===== src/rtl/tst_pkg.sv =====
package tst_pkg;

    // Header field positions used by the time tracker
    localparam int HDR_HAS_TS_BIT = 125;
    localparam int HDR_EOB_BIT    = 124;
    localparam int HDR_TS_W       = 64;

    typedef enum logic [1:0] {
        ROUTE_NONE  = 2'd0,
        ROUTE_IMM   = 2'd1,
        ROUTE_TIMED = 2'd2
    } route_e;

    // Sample has reached (or passed) the command time
    function automatic logic time_reached(input logic [63:0] now, input logic [63:0] due);
        return now >= due;
    endfunction

endpackage


===== src/rtl/tst_write_route.sv =====
module tst_write_route #(
    parameter int ADDR_W   = 8,
    parameter int DATA_W   = 32,
    parameter int TAG_ADDR = 0
) (
    input  logic              wr_stb,
    input  logic [ADDR_W-1:0] wr_addr,
    input  logic [DATA_W-1:0] wr_data,
    input  logic              wr_timed,
    output tst_pkg::route_e   route,
    output logic              imm_stb,
    output logic [ADDR_W-1:0] imm_addr,
    output logic [DATA_W-1:0] imm_data
);
    import tst_pkg::*;

    localparam logic [ADDR_W-1:0] TAG_A = ADDR_W'(TAG_ADDR);

    always_comb begin
        if (!wr_stb)
            route = ROUTE_NONE;
        else if (wr_timed && (wr_addr == TAG_A))
            route = ROUTE_TIMED;
        else
            route = ROUTE_IMM;
    end

    assign imm_stb  = (route == ROUTE_IMM);
    assign imm_addr = wr_addr;
    assign imm_data = wr_data;

endmodule


===== src/rtl/tst_cmd_queue.sv =====
module tst_cmd_queue #(
    parameter int DATA_W = 32,
    parameter int TIME_W = 64,
    parameter int LG     = 5
) (
    input  logic              clk,
    input  logic              rst,
    input  logic              clr,
    input  logic              push,
    input  logic [DATA_W-1:0] push_data,
    input  logic [TIME_W-1:0] push_time,
    input  logic              pop,
    output logic              head_valid,
    output logic [DATA_W-1:0] head_data,
    output logic [TIME_W-1:0] head_time,
    output logic              full
);
    localparam int DEPTH   = 1 << LG;
    localparam int ENTRY_W = DATA_W + TIME_W;

    typedef struct packed {
        logic [DATA_W-1:0] data;
        logic [TIME_W-1:0] due;
    } entry_t;

    entry_t          mem [DEPTH];
    logic [LG-1:0]   wr_ptr, rd_ptr;
    logic [LG:0]     count;
    logic            push_ok, pop_ok;
    entry_t          head;

    assign full       = (count == (LG+1)'(DEPTH));
    assign head_valid = (count != '0);
    assign push_ok    = push && !full;
    assign pop_ok     = pop && head_valid;
    assign head       = mem[rd_ptr];
    assign head_data  = head.data;
    assign head_time  = head.due;

    always_ff @(posedge clk) begin
        if (push_ok)
            mem[wr_ptr] <= '{data: push_data, due: push_time};
    end

    always_ff @(posedge clk) begin
        if (rst || clr) begin
            wr_ptr <= '0;
            rd_ptr <= '0;
            count  <= '0;
        end else begin
            if (push_ok) wr_ptr <= wr_ptr + 1'b1;
            if (pop_ok)  rd_ptr <= rd_ptr + 1'b1;
            case ({push_ok, pop_ok})
                2'b10:   count <= count + 1'b1;
                2'b01:   count <= count - 1'b1;
                default: count <= count;
            endcase
        end
    end

    // ENTRY_W kept for readers sizing the storage
    localparam int STORE_BITS = ENTRY_W * DEPTH;

endmodule


===== src/rtl/tst_time_track.sv =====
module tst_time_track #(
    parameter int TIME_W = 64,
    parameter int TICK_W = 16
) (
    input  logic              clk,
    input  logic              rst,
    input  logic              clr,
    input  logic              accept,
    input  logic              s_last,
    input  logic              hdr_has_ts,
    input  logic [TIME_W-1:0] hdr_ts,
    input  logic [TICK_W-1:0] tick,
    output logic [TIME_W-1:0] sample_time
);
    logic [TIME_W-1:0] next_time;
    logic              at_start;

    assign sample_time = (at_start && hdr_has_ts) ? hdr_ts : next_time;

    always_ff @(posedge clk) begin
        if (rst || clr) begin
            next_time <= '0;
            at_start  <= 1'b1;
        end else if (accept) begin
            next_time <= sample_time + TIME_W'(tick);
            at_start  <= s_last;
        end
    end

endmodule


===== src/rtl/timed_sample_tagger.sv =====
module timed_sample_tagger #(
    parameter int ADDR_W   = 8,
    parameter int DATA_W   = 32,
    parameter int TIME_W   = 64,
    parameter int SAMP_W   = 32,
    parameter int HDR_W    = 128,
    parameter int QUEUE_LG = 5,
    parameter int TAG_ADDR = 0
) (
    input  logic              clk,
    input  logic              rst,
    input  logic              clr,
    input  logic [15:0]       tick_step,
    input  logic              wr_stb,
    input  logic [ADDR_W-1:0] wr_addr,
    input  logic [DATA_W-1:0] wr_data,
    input  logic [TIME_W-1:0] wr_time,
    input  logic              wr_timed,
    output logic              imm_stb,
    output logic [ADDR_W-1:0] imm_addr,
    output logic [DATA_W-1:0] imm_data,
    output logic              tmd_stb,
    output logic [ADDR_W-1:0] tmd_addr,
    output logic [DATA_W-1:0] tmd_data,
    output logic              cmd_full,
    input  logic [SAMP_W-1:0] s_data,
    input  logic              s_last,
    input  logic [HDR_W-1:0]  s_user,
    input  logic              s_valid,
    output logic              s_ready,
    output logic [SAMP_W-1:0] m_data,
    output logic              m_last,
    output logic [HDR_W-1:0]  m_user,
    output logic              m_valid,
    input  logic              m_ready,
    output logic              m_tag
);
    import tst_pkg::*;

    route_e            route;
    logic              head_valid;
    logic [DATA_W-1:0] head_data;
    logic [TIME_W-1:0] head_time;
    logic [TIME_W-1:0] sample_time;
    logic              accept;
    logic              pop;

    tst_write_route #(
        .ADDR_W  (ADDR_W),
        .DATA_W  (DATA_W),
        .TAG_ADDR(TAG_ADDR)
    ) u_route (
        .wr_stb  (wr_stb),
        .wr_addr (wr_addr),
        .wr_data (wr_data),
        .wr_timed(wr_timed),
        .route   (route),
        .imm_stb (imm_stb),
        .imm_addr(imm_addr),
        .imm_data(imm_data)
    );

    tst_cmd_queue #(
        .DATA_W(DATA_W),
        .TIME_W(TIME_W),
        .LG    (QUEUE_LG)
    ) u_queue (
        .clk       (clk),
        .rst       (rst),
        .clr       (clr),
        .push      (route == ROUTE_TIMED),
        .push_data (wr_data),
        .push_time (wr_time),
        .pop       (pop),
        .head_valid(head_valid),
        .head_data (head_data),
        .head_time (head_time),
        .full      (cmd_full)
    );

    tst_time_track #(
        .TIME_W(TIME_W),
        .TICK_W(16)
    ) u_time (
        .clk        (clk),
        .rst        (rst),
        .clr        (clr),
        .accept     (accept),
        .s_last     (s_last),
        .hdr_has_ts (s_user[HDR_HAS_TS_BIT]),
        .hdr_ts     (s_user[TIME_W-1:0]),
        .tick       (tick_step),
        .sample_time(sample_time)
    );

    // Stream passes straight through
    assign m_data  = s_data;
    assign m_last  = s_last;
    assign m_user  = s_user;
    assign m_valid = s_valid;
    assign s_ready = m_ready;
    assign accept  = s_valid && m_ready;

    // Compare and tag
    assign m_tag    = s_valid && head_valid &&
                      time_reached(64'(sample_time), 64'(head_time));
    assign pop      = m_tag && m_ready;
    assign tmd_stb  = pop;
    assign tmd_addr = ADDR_W'(TAG_ADDR);
    assign tmd_data = head_data;

endmodule


===== config.mk =====
export PLATFORM = sky130hd
export DESIGN_NAME = timed_sample_tagger
export DESIGN_NICKNAME = d
export VERILOG_FILES = /design/src/rtl/tst_pkg.sv /design/src/rtl/tst_write_route.sv /design/src/rtl/tst_cmd_queue.sv /design/src/rtl/tst_time_track.sv /design/src/rtl/timed_sample_tagger.sv
export SDC_FILE = /design/constraint.sdc
export NUM_CORES = 2
export LEC_CHECK = 0
export ABC_AREA = 0
export CAP_MARGIN = 20
export CORE_ASPECT_RATIO = 0.5
export CORE_MARGIN = 10
export CORE_UTILIZATION = 24
export CTS_CLUSTER_SIZE = 20
export DETAILED_ROUTE_END_ITERATION = 16
export GPL_TIMING_DRIVEN = 0
export PLACE_DENSITY_LB_ADDON = 0.25
export SLEW_MARGIN = 30
export SYNTH_ARGS = -nofsm -noshare
export SYNTH_HDL_FRONTEND = slang
export SYNTH_SLANG_ARGS = --single-unit
export TNS_END_PERCENT = 50

===== constraint.sdc =====
create_clock -name clk -period 23.6 [get_ports clk]
set_clock_uncertainty 0.1 [all_clocks]
set_input_delay 4.72 -clock clk [delete_from_list [all_inputs] [get_ports clk]]
set_output_delay 4.72 -clock clk [all_outputs]
set_load 0.01 [all_outputs]

==> impl_metrics.ini <==
[place]
dp_slack_ns = 8.39
io_buffers = 430
placed_cell_area_mm2 = 0.147
hpwl_um = 299000
gp_congestion = 0.820

[worst_setup_path]
crit_top_cell = nand2_1
start_kind = input port
cp_slowest_cell = nor4_1
worstPathMaxFanout = 10
critPathKind = input port to primary output
path_delay_family = buffers and inverters
cp_data_arrival_time_ns = 10.40
slowest_delay_ns = 0.83
cp.required_ns = 18.78
rrSetupSlack_ns = 14.65
end_kind = primary output
crit_path_cell_trace = buf_6 -> nand2_1 -> buf_4 -> clkbuf_1 -> buf_1 -> clkbuf_1 -> nand2_1 -> nand2_1 -> ha_1 -> nand4_1 -> nor4_1 -> and2_1 -> o311ai_0 -> a21oi_1 -> clkdlybuf4s50_1
worst-path-buf-inv = 6

[run_status]
outcome = complete, no violations

[min_path]
hp-class = register to register

[power_and_ir_drop]
p_sw_w = 0.00241
vdd_drop_max_uv = 57.4
comb_power_share_pct = 2.4
seq_power_share_pct = 52.7
leakage_nw = 48.6
clockPowerShare_pct = 44.9
swShare_pct = 20.6
power_density_mw_per_mm2 = 74.0
p_int_w = 0.00926

[synthesis]
synth.top_cell.area_share_pct = 73.7
synth_top_area_cell = edfxtp_1
synthFlopType = edfxtp_1
async_flop_share_pct = 0
yosys_register_bits = 3158
ys_types = 80
synth_area_leaders = edfxtp_1 (74%), mux4_2 (17%), dfxtp_1 (1.4%)
ys_warn_count = 0
synth-edff-count = 3072
synthCells = 5657
netlist_area_mm2 = 0.125
ys_seq_area_share_pct = 75.1
syn_area_per_cell_um2 = 22.1

[layout]
seq_area_mm2 = 0.0940
fin_nets = 7152
fillers = 50000
syn2layout_area_growth_pct = 25.9
drive_above_1_share_pct = 33.8
stdcell_area_mm2 = 0.158
multi_input_area_mm2 = 0.0287

[die]
initial_core_util_pct = 24.1
core-area_mm2 = 0.519
die-area_mm2 = 0.553
die_w_um = 1040
num_io_pins = 535
fp.dieH_um = 531
fp-row-count = 187

[timing]
hold_viol_final = 0
tns_ns = 0
fin_ws_ns = 8.38
layout_min_cycle_time_ns = 15.22
period_share_pct = 64.5
tightest_slew_ns = 1.05
fmax_mhz = 65.7
rsz0062_at_grt = false
setup_violations = 0
slew_violations = 0
slew_headroom_pct = 29.9

[global_routing]
grt_pass1_vias = 64400
overflow = 0
grt_max_degree = 34
grt_usage_pct = 14.8
grt_first_pass_wirelength_um = 571000
antenna_found_initial = 50

[clock_network]
cts.clk_slew.worst_paths_ns = 0.06
cts_inserted_buffers = 333
cts_root_buf = clkbuf_16
ctsLongestPathBuffers = 4
cts_resized = 0
ctsHoldBuffers = 0
clk_latency_ns = 0.89
cts_tree = yes
cts_sinks = 3158
cts.htree.levels = 5
post-cts-setup-buffer-count = 0

[drt]
final_antenna_net_count = 0
drcViolationCount = 0
drt_iter0_drc = 6896
wl_per_cell_um = 30.3
wirelength_um = 422000
vias = 64800
post_drt_via_cell_ratio = 4.65
drt_pass1_iterations = 7

[job]
drv_cap = 0
through the flow:
| stage | cells | power (W) | utilization, % | hold slack (ns) |
|---|---|---|---|---|
| after floorplan | 5664 | 0.00637 | - | 0.325 |
| after global placement | 13000 | 0.00656 | 26.6 | 0.340 |
| after detailed placement | 13300 | 0.00656 | 28.4 | 0.343 |
| after CTS | 13900 | 0.0118 | 30.4 | 0.352 |
| after global routing | 13900 | 0.0120 | 30.4 | 0.371 |
| final | 13900 | 0.0117 | 30.4 | 0.349 |
worst min-delay path, cell delays in order, from the launching register on:
cell,delay [ns]
dfxtp_1,0.31
nand2_1,0.05
o21ai_1,0.05
cell usage in the layout (no fill, tap or decap), drive strengths merged, types with 16 or more instances in the layout:
| cell type | instances |
|---|---|
| a21o | 18 |
| a21oi | 79 |
| buf | 741 |
| bufinv | 31 |
| clkbuf | 592 |
| clkdlybuf4s50 | 334 |
| clkinv | 144 |
| dfxtp | 86 |
| edfxtp | 3072 |
| ha | 90 |
| inv | 42 |
| mux2 | 34 |
| mux2i | 89 |
| mux4 | 960 |
| nand2 | 263 |
| nand3 | 48 |
| nand4 | 37 |
| nor2 | 89 |
| nor3 | 21 |
| o211ai | 16 |
| o21ai | 43 |
| xnor2 | 30 |
cells by family (layout without fill, tap and decap cells):
logic type	count (synthesis)	after routing	synth area share (%)
mux	1083	1083	18.3
other cells	1	13	0.00300
flops	3158	3158	75.1
buf+inv	522	1893	2.26
compound gates	225	225	1.19
simple gates	532	532	1.97
xor+xnor	44	44	0.308
fa+ha+maj	92	92	0.931
per-layer routing:
layer / up-vias / GRT usage (%) / routed length, um
met5: - / 0 / 0
met2: 2375 / 25.2 / 209000
met4: 0 / 4.36 / 13400
met1: 35900 / 19.7 / 178000
li1: 25900 / - / -
met3: 578 / 1.86 / 21800
state kept, by name, indices dropped and copies added (netlist names), named ones only:
| name | flops |
|---|---|
| u_queue.mem | 3072 |
| u_time.next_time | 64 |
| u_queue.count | 6 |
| u_queue.rd_ptr | 5 |
| u_queue.wr_ptr | 5 |
| u_time.at_start | 1 |
synthesized netlist by cell type (all sizes together), types with 43 or more instances:
cell type,number
buf,302
edfxtp,3072
dfxtp,86
nand3,48
clkbuf,187
a21oi,79
o21ai,43
nand2,263
ha,90
nor2,89
mux2i,89
mux4,960
final timing paths:
kind / depth (start not counted) / to / start
worst max-delay path: 15 / tmd_stb / s_user[125]
worst min-delay path: 2 / u_time.next_time[63]$_SDFFE_PP0P_ / u_time.next_time[63]$_SDFFE_PP0P_
worst max register to register: 23 / u_queue.count[5]$_SDFFE_PP0P_ / register
worst min register to register: 2 / u_time.next_time[63]$_SDFFE_PP0P_ / u_time.next_time[63]$_SDFFE_PP0P_
final cells by class:
class | count | share of cell area (%)
antenna | 5 | 0.00793
inverter | 33 | 0.0786
clock buffer | 405 | 5.62
multi-input combinational | 1984 | 18.2
tap | 6898 | 5.47
timing repair buffer | 773 | 8.05
buffer | 489 | 1.85
clock inverter | 193 | 1.14
sequential | 3158 | 59.6
power groups by stage:
stage,Sequential [W],Clock (W),Combinational (W)
floorplan,0.00627,0,0.0000975
CTS,0.00615,0.00534,0.000293
global route,0.00615,0.00557,0.000306
global placement,0.00627,0,0.000290
detailed placement,0.00627,0,0.000293
finish,0.00615,0.00524,0.000283
Note: power is estimated with default switching activity, not from simulation.
